$ cat src/rtl/dafir_pkg.sv
package dafir_pkg;

  // Constant coefficient of global tap t.
  function automatic int tap_coef(input int t);
    return ((t * 29 + 7) % 61) - 30;
  endfunction

  // Sum of the coefficients of the taps selected by addr within one group.
  function automatic int tap_group_sum(input int base, input int taps, input int addr);
    int s;
    s = 0;
    for (int j = 0; j < taps; j++) begin
      if (((addr >> j) & 1) != 0) s += tap_coef(base + j);
    end
    return s;
  endfunction

endpackage

$ cat src/rtl/dafir_sadd.sv
module dafir_sadd (
  input  logic clk,
  input  logic rst_n,
  input  logic first_i,
  input  logic a_i,
  input  logic b_i,
  output logic s_o
);
  logic cy_q;
  logic cy_eff;

  assign cy_eff = first_i ? 1'b0 : cy_q;
  assign s_o    = a_i ^ b_i ^ cy_eff;

  always_ff @(posedge clk or negedge rst_n) begin
    if (!rst_n) cy_q <= 1'b0;
    else        cy_q <= (a_i & b_i) | (cy_eff & (a_i ^ b_i));
  end


  carry_clear_chk: assert property (@(posedge clk) disable iff (!rst_n)
    first_i |-> (s_o == (a_i ^ b_i)));
endmodule

$ cat src/rtl/dafir_sub.sv
module dafir_sub #(
  parameter int DW   = 8,
  parameter int TAPS = 5,
  parameter int TBW  = 11,
  parameter int QSH  = 8,
  parameter int FL   = 10,
  parameter int CNTW = 4,
  parameter int BASE = 0
) (
  input  logic            clk,
  input  logic            rst_n,
  input  logic            shift_en_i,
  input  logic            first_i,
  input  logic            last_i,
  input  logic            load_i,
  input  logic [CNTW-1:0] bit_idx_i,
  input  logic            din_i,
  output logic            chain_o,
  output logic            leaf_o
);
  import dafir_pkg::*;

  localparam int ACCW = TBW + DW;
  localparam int NENT = 1 << TAPS;

  logic [DW-1:0]          tap_q [TAPS];
  logic [TAPS-1:0]        addr;
  logic signed [TBW-1:0]  lut [NENT];
  logic signed [ACCW-1:0] f_ext, weighted, acc_sum, acc_q;
  logic [DW-1:0]          word_new, res_q, word_sel;
  logic [FL-1:0]          out_sh;

  // Constant table of coefficient sums for this group.
  for (genvar a = 0; a < NENT; a++) begin : g_lut
    assign lut[a] = TBW'(tap_group_sum(BASE, TAPS, a));
  end

  assign addr[0] = din_i;
  for (genvar j = 1; j < TAPS; j++) begin : g_addr
    assign addr[j] = tap_q[j-1][0];
  end

  assign f_ext    = ACCW'(lut[addr]);
  assign weighted = f_ext <<< bit_idx_i;
  assign acc_sum  = (first_i ? '0 : acc_q) + (last_i ? -weighted : weighted);
  assign word_new = DW'(acc_sum >>> QSH);
  assign word_sel = last_i ? word_new : res_q;
  assign chain_o  = tap_q[TAPS-1][0];
  assign leaf_o   = out_sh[0];

  always_ff @(posedge clk or negedge rst_n) begin
    if (!rst_n) begin
      for (int j = 0; j < TAPS; j++) tap_q[j] <= '0;
      acc_q <= '0;
      res_q <= '0;
    end else if (shift_en_i) begin
      tap_q[0] <= {din_i, tap_q[0][DW-1:1]};
      for (int j = 1; j < TAPS; j++) tap_q[j] <= {tap_q[j-1][0], tap_q[j][DW-1:1]};
      acc_q <= acc_sum;
      if (last_i) res_q <= word_new;
    end
  end

  always_ff @(posedge clk or negedge rst_n) begin
    if (!rst_n)      out_sh <= '0;
    else if (load_i) out_sh <= FL'($signed(word_sel));
    else             out_sh <= {out_sh[FL-1], out_sh[FL-1:1]};
  end

  if (FL > DW) begin : g_ext_chk

    sign_ext_chk: assert property (@(posedge clk) disable iff (!rst_n)
      (bit_idx_i >= CNTW'(DW)) |-> (leaf_o == $past(leaf_o)));
  end
endmodule

$ cat src/rtl/dafir_top.sv
module dafir_top #(
  parameter int DW   = 8,
  parameter int NSUB = 4,
  parameter int TAPS = 5,
  parameter int CW   = 8,
  parameter int QSH  = 8
) (
  input  logic clk,
  input  logic rst_n,
  input  logic sample_bit_i,
  output logic frame_start_o,
  output logic result_bit_o
);
  localparam int TREEB = $clog2(NSUB);
  localparam int FL    = DW + TREEB;
  localparam int CNTW  = $clog2(FL + 1);
  localparam int TBW   = CW + $clog2(TAPS) + 1;
  localparam int NLEAF = 1 << TREEB;

  logic [CNTW-1:0] cnt_q;
  logic            shift_en, first_bit, last_bit, load_out;
  logic [NSUB:0]   chain;
  logic [NSUB-1:0] leaf;
  logic            node [2*NLEAF-1];

  always_ff @(posedge clk or negedge rst_n) begin
    if (!rst_n)                        cnt_q <= '0;
    else if (cnt_q == CNTW'(FL - 1))   cnt_q <= '0;
    else                               cnt_q <= cnt_q + 1'b1;
  end

  assign shift_en      = cnt_q < CNTW'(DW);
  assign first_bit     = cnt_q == '0;
  assign last_bit      = cnt_q == CNTW'(DW - 1);
  assign load_out      = cnt_q == CNTW'(FL - 1);
  assign frame_start_o = first_bit;
  assign chain[0]      = sample_bit_i;

  for (genvar g = 0; g < NSUB; g++) begin : g_sub
    dafir_sub #(.DW(DW), .TAPS(TAPS), .TBW(TBW), .QSH(QSH), .FL(FL),
                .CNTW(CNTW), .BASE(g * TAPS)) u_sub (
      .clk(clk), .rst_n(rst_n), .shift_en_i(shift_en), .first_i(first_bit),
      .last_i(last_bit), .load_i(load_out), .bit_idx_i(cnt_q),
      .din_i(chain[g]), .chain_o(chain[g+1]), .leaf_o(leaf[g]));
  end

  for (genvar k = 0; k < NLEAF; k++) begin : g_leaf
    if (k < NSUB) begin : g_used
      assign node[NLEAF-1+k] = leaf[k];
    end else begin : g_pad
      assign node[NLEAF-1+k] = 1'b0;
    end
  end

  for (genvar n = 0; n < NLEAF - 1; n++) begin : g_tree
    dafir_sadd u_add (.clk(clk), .rst_n(rst_n), .first_i(first_bit),
                      .a_i(node[2*n+1]), .b_i(node[2*n+2]), .s_o(node[n]));
  end

  assign result_bit_o = node[0];


  strobe_gap_chk: assert property (@(posedge clk) disable iff (!rst_n)
    frame_start_o |=> !frame_start_o);

  strobe_period_chk: assert property (@(posedge clk) disable iff (!rst_n)
    (cnt_q == CNTW'(FL - 1)) |=> frame_start_o);

  tail_hold_chk: assert property (@(posedge clk) disable iff (!rst_n)
    !shift_en |=> $stable(chain[NSUB:1]));
endmodule

$ cat config.mk
export PLATFORM = sky130hd
export DESIGN_NAME = dafir_top
export DESIGN_NICKNAME = d
export VERILOG_FILES = /design/src/rtl/dafir_pkg.sv /design/src/rtl/dafir_sadd.sv /design/src/rtl/dafir_sub.sv /design/src/rtl/dafir_top.sv
export SDC_FILE = /design/constraint.sdc
export NUM_CORES = 1
export LEC_CHECK = 0
export ABC_AREA = 0
export BUFFER_PORTS_ARGS = -buffer_cell sky130_fd_sc_hd__buf_2
export CAP_MARGIN = 10
export CORE_MARGIN = 1.5
export CORE_UTILIZATION = 52
export DETAILED_ROUTE_END_ITERATION = 8
export GPL_TIMING_DRIVEN = 0
export PLACE_DENSITY = 0.67
export REMOVE_ABC_BUFFERS = 1
export SYNTH_ARGS = -nofsm -noshare
export SYNTH_HDL_FRONTEND = slang
export SYNTH_SLANG_ARGS = --single-unit
$ cat constraint.sdc
create_clock -name clk -period 10.49 [get_ports clk]
set_input_delay 1.049 -clock clk [delete_from_list [all_inputs] [get_ports clk]]
set_output_delay 1.049 -clock clk [all_outputs]
set_load 0.02 [all_outputs]
==> results of run 1 <==
-- worst paths after layout --
| kind | from | to | slack (ps) | depth (start not counted) |
|---|---|---|---|---|
| max | cnt_q[1]$_DFF_PN0_ | g_sub[0].u_sub.acc_q[14]$_DFFE_PN0N_ | 3850 | 20 |
| max reg2reg | cnt_q[1]$_DFF_PN0_ | g_sub[0].u_sub.acc_q[14]$_DFFE_PN0N_ | 3850 | 20 |
| min in group asynchronous | rst_n | g_sub[3].u_sub.tap_q[29]$_DFFE_PN0N_ | 500 | 1 |
| max in group asynchronous | rst_n | cnt_q[1]$_DFF_PN0_ | 8520 | 3 |
| min | g_sub[3].u_sub.out_sh[8]$_DFF_PN0_ | g_sub[3].u_sub.out_sh[7]$_DFF_PN0_ | 440 | 2 |
| min reg2reg | g_sub[3].u_sub.out_sh[8]$_DFF_PN0_ | g_sub[3].u_sub.out_sh[7]$_DFF_PN0_ | 440 | 2 |
-- cell type report --
type / count / area share [%]
clock buffer: 46 / 5.00
clock inverter: 11 / 0.524
inverter: 59 / 1.12
multi-input combinational: 1408 / 51.7
sequential: 295 / 37.3
tap: 455 / 2.87
timing repair buffer: 14 / 1.47
-- power groups by stage --
stage / Combinational, W / Clock (W) / Sequential, W
after global routing: 0.000375 / 0.00124 / 0.00125
after floorplan: 0.000248 / 0 / 0.00125
after CTS: 0.000332 / 0.00119 / 0.00124
final: 0.000329 / 0.00116 / 0.00124
after detailed placement: 0.000328 / 0 / 0.00126
after global placement: 0.000313 / 0 / 0.00126
-- through the flow --
stage / setup slack (ps) / utilization [%] / hold WS [ps] / instance area [um2] / setup TNS (ps)
global placement: -7520 / 53.2 / 431 / 18400 / -806490
finish: 3850 / 57.2 / 437 / 19800 / 0
global route: 3400 / 57.2 / 476 / 19800 / 0
CTS: 3980 / 57.2 / 443 / 19800 / 0
floorplan: -2070 / - / 421 / 17800 / -107740
detailed placement: 3760 / 54.0 / 433 / 18700 / 0
-- placed cells by master (no fill, tap or decap), types with 9 or more instances in the layout --
cell	Yosys	final
xor2_1	49	49
nor2_1	99	97
dfrtp_1	295	292
nand2b_1	15	15
nor2b_1	13	13
xnor2_1	55	55
clkbuf_16	0	37
and2_1	80	80
o31ai_1	12	12
a21oi_1	81	81
nand2_1	242	240
o21a_1	9	9
a31oi_1	14	14
o21ai_1	10	10
inv_1	56	56
a211oi_1	15	15
a21o_1	25	25
nor3_1	26	26
ha_1	98	98
nand3_1	18	18
mux2i_1	13	13
o22ai_1	12	12
mux2_2	173	173
o21ai_0	158	158
-- flip-flops by register name, summed over array words and instances, names as in the netlist --
name and cells:
g_sub.u_sub.tap_q 133, g_sub.u_sub.acc_q 64, g_sub.u_sub.out_sh 40, g_sub.u_sub.res_q 32, g_sub.u_sub.addr 16, cnt_q 4, g_sub.u_sub.chain_o 3, g_tree.u_add.cy_q 3
-- kinds of logic (layout without fill, tap and decap cells) --
logic type | count (synthesis) | after routing | synth area share (%)
AND/OR/NAND/NOR | 549 | 549 | 14.3
AO/OA/AOI/OAI | 451 | 451 | 16.3
flip-flops | 295 | 295 | 40.2
multiplexers | 195 | 195 | 12.4
buffers and inverters | 167 | 130 | 4.07
XOR/XNOR | 107 | 107 | 5.31
adder cells (fa/ha/maj) | 106 | 106 | 7.50
-- tightest hold or removal path, stage by stage, from the launching register on --
cell and delay (ps):
dfrtp_1 320, nand2_1 40, nand2_1 50
-- routing by layer --
layer / wire length (um) / track usage, %
met1: 18300 / 31.4
met4: 939 / 6.75
met3: 1620 / 2.93
met2: 17100 / 33.6
met5: 0 / 0
==> results.sh, run 1 <==
export IMPL_antenna_found_initial=0
export IMPL_path_max_fanout=50
export IMPL_multiInputGateArea_um2=10200
export IMPL_cts_root_buf="clkbuf_16"
export IMPL_cts_sinks=295
export IMPL_rows=68
export IMPL_die_h_um=191
export IMPL_wirelength_um=37900
export IMPL_maxSlewViolCount=0
export IMPL_routed_via_density=5.84
export IMPL_layout_cells_non_filler=2288
export IMPL_p_seq_share_pct=45.5
export IMPL_comb_power_share_pct=12.1
export IMPL_clock_skew_ps=23.7
export IMPL_tightest_slew_ps=992
export IMPL_wl_per_cell_um=16.6
export IMPL_clock_latency_ps=520
export IMPL_dp_cells=2231
export IMPL_clk_pin_slew_worst_paths_ps=60
export IMPL_internal_power_w=0.00204
export IMPL_drc=0
export IMPL_die_w_um=191
export IMPL_crit_top_cell="o21ai_0"
export IMPL_io_pins=5
export IMPL_synth_seq_cells=295
export IMPL_synthesis_area_um2=18400
export IMPL_place_gp_congestion=0.880
export IMPL_cts_max_level=2
export IMPL_seq_area_frac_synth_pct=40.2
export IMPL_critPathCaptureType="flip-flop"
export IMPL_clkPwrFrac_pct=42.4
export IMPL_timing_slew_headroom_pct=33.9
export IMPL_route_vias_total=13357
export IMPL_leakage_nw=9.28
export IMPL_overflow=0
export IMPL_firstDrtPassIters=5
export IMPL_powerDensity_nw_per_um2=138
export IMPL_num_fill_cells=2990
export IMPL_status="finished, final reports clean"
export IMPL_worst_path_buf_inv=2
export IMPL_design_power_total_w=0.00273
export IMPL_syn_to_final_growth_pct=7.89
export IMPL_cpLargestDelayFamily="compound AO/OA/AOI/OAI gates"
export IMPL_period_minus_slack_ps=6640
export IMPL_synth_most_common_cell="dfrtp_1"
export IMPL_synth_top_cell_area_share_pct=40.2
export IMPL_synth_edff_count=0
export IMPL_setup_violations=0
export IMPL_nets=1921
export IMPL_cts_tree="done"
export IMPL_switching_share_pct=25.2
export IMPL_syn_area_per_cell_um2=9.82
export IMPL_ant_nets=0
export IMPL_maxCapViolCount=0
export IMPL_synthTopCellsByArea="dfrtp_1 40%, mux2_2 11%, ha_1 6.7%"
export IMPL_switchingPower_w=0.000687
export IMPL_drive_above_1_share_pct=16.4
export IMPL_finalHoldViolCount=0
export IMPL_synth_ff_type="dfrtp_1"
export IMPL_dp_hpwl_um=26100
export IMPL_min_period_over_period_pct=63.3
export IMPL_criticalPathCategory="reg2reg"
export IMPL_antenna_cells=0
export IMPL_postSynthCellCount=1870
export IMPL_required_ps=10860
export IMPL_ctsHoldBuffers=0
export IMPL_max_freq_mhz=150
export IMPL_grt_pass1_wl_um=65200
export IMPL_ir_worst_vdd_mv=0.118
export IMPL_async_flop_share_pct=100
export IMPL_grt_use_total_pct=21.7
export IMPL_post_cts_resized=0
export IMPL_rsz0062_at_grt="no"
export IMPL_yosys_warnings=0
export IMPL_cts_buffers=35
export IMPL_crit_path_max_incr_delay_ps=950
export IMPL_seq_area_um2=7390
export IMPL_crit_arrival_ps=7010
export IMPL_yosys_top_cells_count="295 x dfrtp_1, 242 x nand2_1, 173 x mux2_2"
export IMPL_start_util_pct=53.0
export IMPL_critPathLaunchType="flip-flop"
export IMPL_dieArea_um2=36400
export IMPL_port_buffers=4
export IMPL_ys_types=110
export IMPL_drtIter0Drc=979
export IMPL_crit_chain="inv_1, nor2_1, inv_1, o2bb2a_1, o21ai_1, nor3b_2, o21ai_1, nand2_1, o21ai_0, ha_1, a21o_1, a21oi_1, o21bai_1, a2111oi_0, o41a_1, o21ai_0, a21o_1, a21oi_1, xor2_1, o21ai_0"
export IMPL_cts_path_max_buffers=3
export IMPL_core_um2=34600
export IMPL_post_cts_buffers=0
export IMPL_hold_class="reg2reg"
export IMPL_grt_pass1_vias=12923
export IMPL_slowest_stage="dfrtp_2"
export IMPL_synth_top_area_cell="dfrtp_1"
export IMPL_grt_max_degree=123
No activity file was read; power rests on OpenSTA's default activity.
==> run 2, diff against run 1 <==
--- a/config.mk
+++ b/config.mk
@@ -12,7 +12,7 @@
 export CORE_UTILIZATION = 52
 export DETAILED_ROUTE_END_ITERATION = 8
 export GPL_TIMING_DRIVEN = 0
-export PLACE_DENSITY = 0.67
+export PLACE_DENSITY = 0.7
 export REMOVE_ABC_BUFFERS = 1
 export SYNTH_ARGS = -nofsm -noshare
 export SYNTH_HDL_FRONTEND = slang
==> constraint.sdc (replaced) <==
create_clock -name clk -period 6.1 [get_ports clk]
set_input_delay 0.61 -clock clk [delete_from_list [all_inputs] [get_ports clk]]
set_output_delay 0.61 -clock clk [all_outputs]
set_load 0.02 [all_outputs]
==> run 2 against run 1 <==
Register-to-register slack worse by 3400 ps. Routed wire length rose by 2.8%. Sequential share of layout area fell by 0.40 points. Highest routed layer unchanged. Sequential power grew 72%.
==> results.sh, run 2 (synthesis gave the netlist of run 1 again) <==
export IMPL_port_buffers=4
export IMPL_clk_pin_slew_worst_paths_ps=60
export IMPL_route_vias_total=13440
export IMPL_crit_chain="buf_16, inv_1, nand2_2, a21oi_1, nor2_2, nand2_1, nand2_1, o21ai_0, ha_1, o21ai_0, o21bai_1, a2111o_1, and3_1, nor4_2, o31ai_1, o41ai_1, xnor2_1, xor2_1, mux2_4"
export IMPL_die_h_um=191
export IMPL_antenna_found_initial=0
export IMPL_final_cell_mix="290 x dfrtp_1, 239 x nand2_1, 173 x mux2_2, 158 x o21ai_0, 98 x ha_1"
export IMPL_top_regs="g_sub.u_sub.tap_q (133), g_sub.u_sub.acc_q (64), g_sub.u_sub.out_sh (40)"
export IMPL_overflow=0
export IMPL_criticalPathCategory="reg2reg"
export IMPL_mostFrequentLayoutCell="dfrtp_1"
export IMPL_critPathLaunchType="flip-flop"
export IMPL_grt_pass1_vias=13028
export IMPL_powerDensity_nw_per_um2=244
export IMPL_cts_path_max_buffers=3
export IMPL_maxCapViolCount=0
export IMPL_dieArea_um2=36400
export IMPL_finalHoldViolCount=0
export IMPL_rrSetupSlack_ps=430
export IMPL_path_max_fanout=57
export IMPL_cts_sinks=295
export IMPL_seq_area_um2=7400
export IMPL_crit_path_start="cnt_q[3]$_DFF_PN0_"
export IMPL_syn_to_final_growth_pct=9.16
export IMPL_leakage_nw=9.40
export IMPL_clock_skew_ps=20.8
export IMPL_dp_hpwl_um=26200
export IMPL_crit_path_max_incr_delay_ps=780
export IMPL_ir_worst_vdd_mv=0.214
export IMPL_grt_max_degree=109
export IMPL_antenna_cells=0
export IMPL_period_minus_slack_ps=5670
export IMPL_wirelength_um=38900
export IMPL_reg2reg_from="cnt_q[3]$_DFF_PN0_"
export IMPL_maxSlewViolCount=0
export IMPL_core_um2=34600
export IMPL_grt_use_total_pct=21.8
export IMPL_wl_per_cell_um=17.0
export IMPL_drtIter0Drc=903
export IMPL_nets=1924
export IMPL_rr_worst_depth=19
export IMPL_cts_root_buf="clkbuf_16"
export IMPL_layout_cells_non_filler=2296
export IMPL_min_period_over_period_pct=92.9
export IMPL_design_power_total_w=0.00489
export IMPL_largest_reg_flops=133
export IMPL_place_gp_congestion=0.889
export IMPL_slowest_stage="inv_1"
export IMPL_required_ps=6500
export IMPL_status="finished, final reports clean"
export IMPL_endpoint="g_sub[3].u_sub.acc_q[15]$_DFFE_PN0N_"
export IMPL_drc=0
export IMPL_critPathCaptureType="flip-flop"
export IMPL_top_register="g_sub.u_sub.tap_q"
export IMPL_cts_buffers=34
export IMPL_cts_tree="done"
export IMPL_drive_above_1_share_pct=17.4
export IMPL_rows=68
export IMPL_r2r_end="g_sub[3].u_sub.acc_q[15]$_DFFE_PN0N_"
export IMPL_max_freq_mhz=176
export IMPL_start_util_pct=53.0
export IMPL_setup_violations=0
export IMPL_cts_max_level=2
export IMPL_dp_cells=2232
export IMPL_crit_arrival_ps=6060
export IMPL_grt_pass1_wl_um=65700
export IMPL_routed_via_density=5.85
export IMPL_num_fill_cells=2945
export IMPL_tightest_slew_ps=1030
export IMPL_firstDrtPassIters=6
export IMPL_clock_latency_ps=520
export IMPL_die_w_um=191
export IMPL_multiInputGateArea_um2=10300
export IMPL_rsz0062_at_grt="no"
export IMPL_timing_slew_headroom_pct=31.3
export IMPL_io_pins=5
export IMPL_ant_nets=0
export IMPL_hold_class="in2async"
export IMPL_holdWs_ps=155
run 2: cell count changes in the layout (fill, tap and decap cells not counted), sizes merged:
| cell | before | now |
|---|---|---|
| clkbuf | 46 | 47 |
| inv | 59 | 58 |
| clkinv | 8 | 9 |
| bufinv | 1 | 5 |
| buf | 14 | 17 |
run 2: area by class of cell:
type,instances,share of cell area [%]
Timing Repair inverter,1,0.0250
Sequential cell,295,36.9
Tap cell,455,2.84
Clock buffer,47,5.11
Multi-Input combinational cell,1408,51.3
Timing Repair Buffer,17,1.67
Clock inverter,14,1.04
Inverter,59,1.12
run 2: routing by layer:
metal  GRT usage, %  routed length (um)
met1           31.2               18500
met4           5.81                 841
met3           2.61                1650
met5              0                   0
met2           34.9               17900
run 2: through the flow:
step	cell area (um2)	utilization [%]	worst slack [ps]	setup TNS (ps)
3_5_place_dp	18700	54.0	-350	-2040
2_1_floorplan	17800	-	-6460	-814100
4_1_cts	19900	57.6	98.7	0
3_3_place_gp	18400	53.2	-11720	-2182080
5_1_grt	20000	57.9	18.0	0
6_report	20000	57.9	432	0
run 2: power breakdown:
group | internal, W | switching [W]
sequential | 0.00208 | 0.0000514
combinational | 0.000243 | 0.000318
clock | 0.00139 | 0.000809
total | 0.00371 | 0.00118
run 2: timing repair:
item,4_1_cts,5_1_grt
buffers inserted,0,2
resized for setup,3,12
hold buffers,0,0
endpoints found under the setup margin,20,22
gates cloned,0,1
hold endpoints to repair,0,0
run 2: how the worst min path moves through the flow:
| stage | from | to | slack (ps) | cells past startpoint |
|---|---|---|---|---|
| 2_1_floorplan | rst_n | cnt_q[0]$_DFF_PN0_ | 310 | 0 |
| 3_3_place_gp | g_sub[0].u_sub.out_sh[8]$_DFF_PN0_ | g_sub[0].u_sub.out_sh[7]$_DFF_PN0_ | 430 | 2 |
| 3_5_place_dp | g_sub[3].u_sub.out_sh[8]$_DFF_PN0_ | g_sub[3].u_sub.out_sh[7]$_DFF_PN0_ | 430 | 2 |
| 4_1_cts | rst_n | g_sub[3].u_sub.tap_q[26]$_DFFE_PN0N_ | 180 | 1 |
| 5_1_grt | rst_n | g_sub[3].u_sub.tap_q[26]$_DFFE_PN0N_ | 220 | 1 |
| 6_report | rst_n | g_sub[3].u_sub.tap_q[14]$_DFFE_PN0N_ | 160 | 1 |
run 2: worst max-delay path: cells and delay by family (launching register included):
| family | cells | cell delay (ps) |
|---|---|---|
| mux | 1 | 270 |
| buf+inv | 2 | 1050 |
| fa+ha+maj | 1 | 320 |
| xor+xnor | 2 | 380 |
| simple gates | 6 | 1150 |
| flops | 1 | 670 |
| compound gates | 7 | 1700 |
==> run 3, diff against run 2 <==
--- a/config.mk
+++ b/config.mk
@@ -8,8 +8,9 @@
 export ABC_AREA = 0
 export BUFFER_PORTS_ARGS = -buffer_cell sky130_fd_sc_hd__buf_2
 export CAP_MARGIN = 10
-export CORE_MARGIN = 1.5
+export CORE_MARGIN = 5
 export CORE_UTILIZATION = 52
+export CTS_BUF_LIST = sky130_fd_sc_hd__clkbuf_2
 export DETAILED_ROUTE_END_ITERATION = 8
 export GPL_TIMING_DRIVEN = 0
 export PLACE_DENSITY = 0.7
==> run 3 against run 2 <==
Combinational power about the same. Critical path depth stayed put. Hold slack gained 42 ps. Routed wire length rose by 3.8%. First-iteration DRC count grew 6.6%. Core utilization fell by 1.4 points. Critical path type unchanged. Largest power group is now sequential cells.
==> results.sh, run 3 (synthesis gave the netlist of run 1 again) <==
export IMPL_drc=0
export IMPL_grt_use_total_pct=21.0
export IMPL_critPathCaptureType="flip-flop"
export IMPL_core_um2=34700
export IMPL_cts_tree="done"
export IMPL_finalSetupTns_ps=0
export IMPL_cpLargestDelayFamily="compound AO/OA/AOI/OAI gates"
export IMPL_cts_buffers=77
export IMPL_crit_path_start="cnt_q[2]$_DFF_PN0_"
export IMPL_die_h_um=198
export IMPL_grt_pass1_wl_um=68500
export IMPL_syn_to_final_growth_pct=6.86
export IMPL_die_w_um=198
export IMPL_firstDrtPassIters=6
export IMPL_required_ps=6900
export IMPL_period_minus_slack_ps=5640
export IMPL_ir_worst_vdd_mv=0.156
export IMPL_cts_max_level=3
export IMPL_routed_via_density=5.84
export IMPL_leakage_nw=9.36
export IMPL_wl_per_cell_um=17.0
export IMPL_ant_nets=0
export IMPL_start_util_pct=52.9
export IMPL_mostFrequentLayoutCell="dfrtp_1"
export IMPL_slowest_stage="dfrtp_1"
export IMPL_setup_violations=0
export IMPL_powerDensity_nw_per_um2=207
export IMPL_clk_pin_slew_worst_paths_ps=100
export IMPL_finalHoldViolCount=0
export IMPL_antenna_found_initial=1
export IMPL_route_vias_total=13881
export IMPL_grt_max_degree=121
export IMPL_crit_chain="buf_16, nor2_2, inv_1, nor2_1, nand2b_1, ha_1, nand2_1, nand2_1, fa_1, a21o_1, a21oi_1, o21bai_1, a2111oi_0, o41a_1, o21ai_0, a21o_1, a21oi_1, xor2_1, o21ai_0"
export IMPL_clock_skew_ps=91.8
export IMPL_status="finished, final reports clean"
export IMPL_nets=1974
export IMPL_worst_path_buf_inv=2
export IMPL_fin_util_pct=56.5
export IMPL_final_cell_mix="289 x dfrtp_1, 239 x nand2_1, 173 x mux2_2, 158 x o21ai_0, 105 x clkbuf_2"
export IMPL_reg2reg_from="cnt_q[2]$_DFF_PN0_"
export IMPL_largest_reg_flops=133
export IMPL_maxSlewViolCount=0
export IMPL_criticalPathCategory="reg2reg"
export IMPL_tightest_slew_ps=878
export IMPL_top_register="g_sub.u_sub.tap_q"
export IMPL_hold_class="in2async"
export IMPL_cts_path_max_buffers=3
export IMPL_place_gp_congestion=0.935
export IMPL_rows=68
export IMPL_min_period_over_period_pct=92.4
export IMPL_path_max_fanout=26
export IMPL_dieArea_um2=39200
export IMPL_timing_slew_headroom_pct=41.5
export IMPL_critPathLaunchType="flip-flop"
export IMPL_dp_hpwl_um=26900
export IMPL_drive_above_1_share_pct=20.2
export IMPL_cts_root_buf="clkbuf_2"
export IMPL_crit_arrival_ps=6440
export IMPL_crit_path_max_incr_delay_ps=680
export IMPL_overflow=0
export IMPL_drtIter0Drc=963
export IMPL_io_pins=5
export IMPL_port_buffers=4
export IMPL_wirelength_um=40400
export IMPL_cts_sinks=295
export IMPL_grt_pass1_vias=13870
export IMPL_maxCapViolCount=0
export IMPL_num_fill_cells=3078
export IMPL_max_freq_mhz=177
export IMPL_clock_latency_ps=960
export IMPL_top_regs="g_sub.u_sub.tap_q (133), g_sub.u_sub.acc_q (64), g_sub.u_sub.out_sh (40)"
[run 3: cell count changes in the layout (fill, tap and decap cells not counted), moves of 4 or more]
cell and change:
clkbuf_2 +105, clkbuf_8 -6, clkbuf_16 -36, clkinv_1 +17, clkbuf_1 -4
[run 3: through the flow]
stage	area [um2]	cells	hold WS, ps	power [W]	worst slack [ps]
CTS	19500	2369	59.2	0.00415	94.3
finish	19600	2375	197	0.00407	462
global route	19600	2375	138	0.00434	-10.1
detailed placement	18700	2233	435	0.00273	-640
floorplan	17800	1762	314	0.00258	-6460
global placement	18400	2221	431	0.00270	-12080
[run 3: power breakdown]
| part | switching, W | leakage, nW | internal (W) |
|---|---|---|---|
| clock network | 0.000824 | 0.520 | 0.000557 |
| registers | 0.0000514 | 3.93 | 0.00208 |
| logic | 0.000317 | 4.91 | 0.000243 |
[run 3: layout make-up]
cell class	instances	area (um2)	share of cell area (%)
Clock inverter	27	176	0.899
Timing Repair inverter	2	10.0	0.0510
Antenna cell	1	2.50	0.0128
Timing Repair Buffer	23	427	2.18
Multi-Input combinational cell	1408	10300	52.4
Clock buffer	105	526	2.68
Inverter	59	229	1.17
Sequential cell	295	7390	37.7
Tap cell	455	569	2.90
[run 3: final timing paths]
kind | end | slack (ps) | cells after the start
max | g_sub[2].u_sub.res_q[6]$_DFFE_PN0N_ | 460 | 19
max reg2reg | g_sub[2].u_sub.res_q[6]$_DFFE_PN0N_ | 460 | 19
max in group asynchronous | g_sub[3].u_sub.acc_q[12]$_DFFE_PN0N_ | 4880 | 3
min reg2reg | g_sub[2].u_sub.tap_q[30]$_DFFE_PN0N_ | 440 | 1
min in group clk | g_sub[0].u_sub.tap_q[39]$_DFFE_PN0N_ | 210 | 3
min | g_sub[3].u_sub.tap_q[13]$_DFFE_PN0N_ | 200 | 2
[run 3: worst register-to-register path, stage by stage (launching register included)]
cell and delay, ps:
dfrtp_1 680, buf_16 310, nor2_2 420, inv_1 110, nor2_1 510, nand2b_1 200, ha_1 330, nand2_1 60
nand2_1 90, fa_1 450, a21o_1 190, a21oi_1 240, o21bai_1 130, a2111oi_0 630, o41a_1 320, o21ai_0 170
a21o_1 210, a21oi_1 170, xor2_1 210, o21ai_0 100
[run 3: repair_timing]
| item | in CTS | in global routing |
|---|---|---|
| hold buffers | 1 | 0 |
| pin swaps | 0 | 2 |
| setup endpoints to repair | 22 | 17 |
| resized for setup | 3 | 13 |
| endpoints found under the hold margin | 66 | 0 |
| buffers inserted | 2 | 3 |
| cloned | 1 | 2 |
[run 3: routing by layer]
metal | global-route usage, % | part of all wire [%] | up-vias
li1 | - | - | 6666
met5 | 0 | 0 | -
met4 | 8.88 | 3.6 | 0
met2 | 33.1 | 46 | 383
met1 | 28.6 | 45 | 6742
met3 | 3.90 | 5.3 | 90
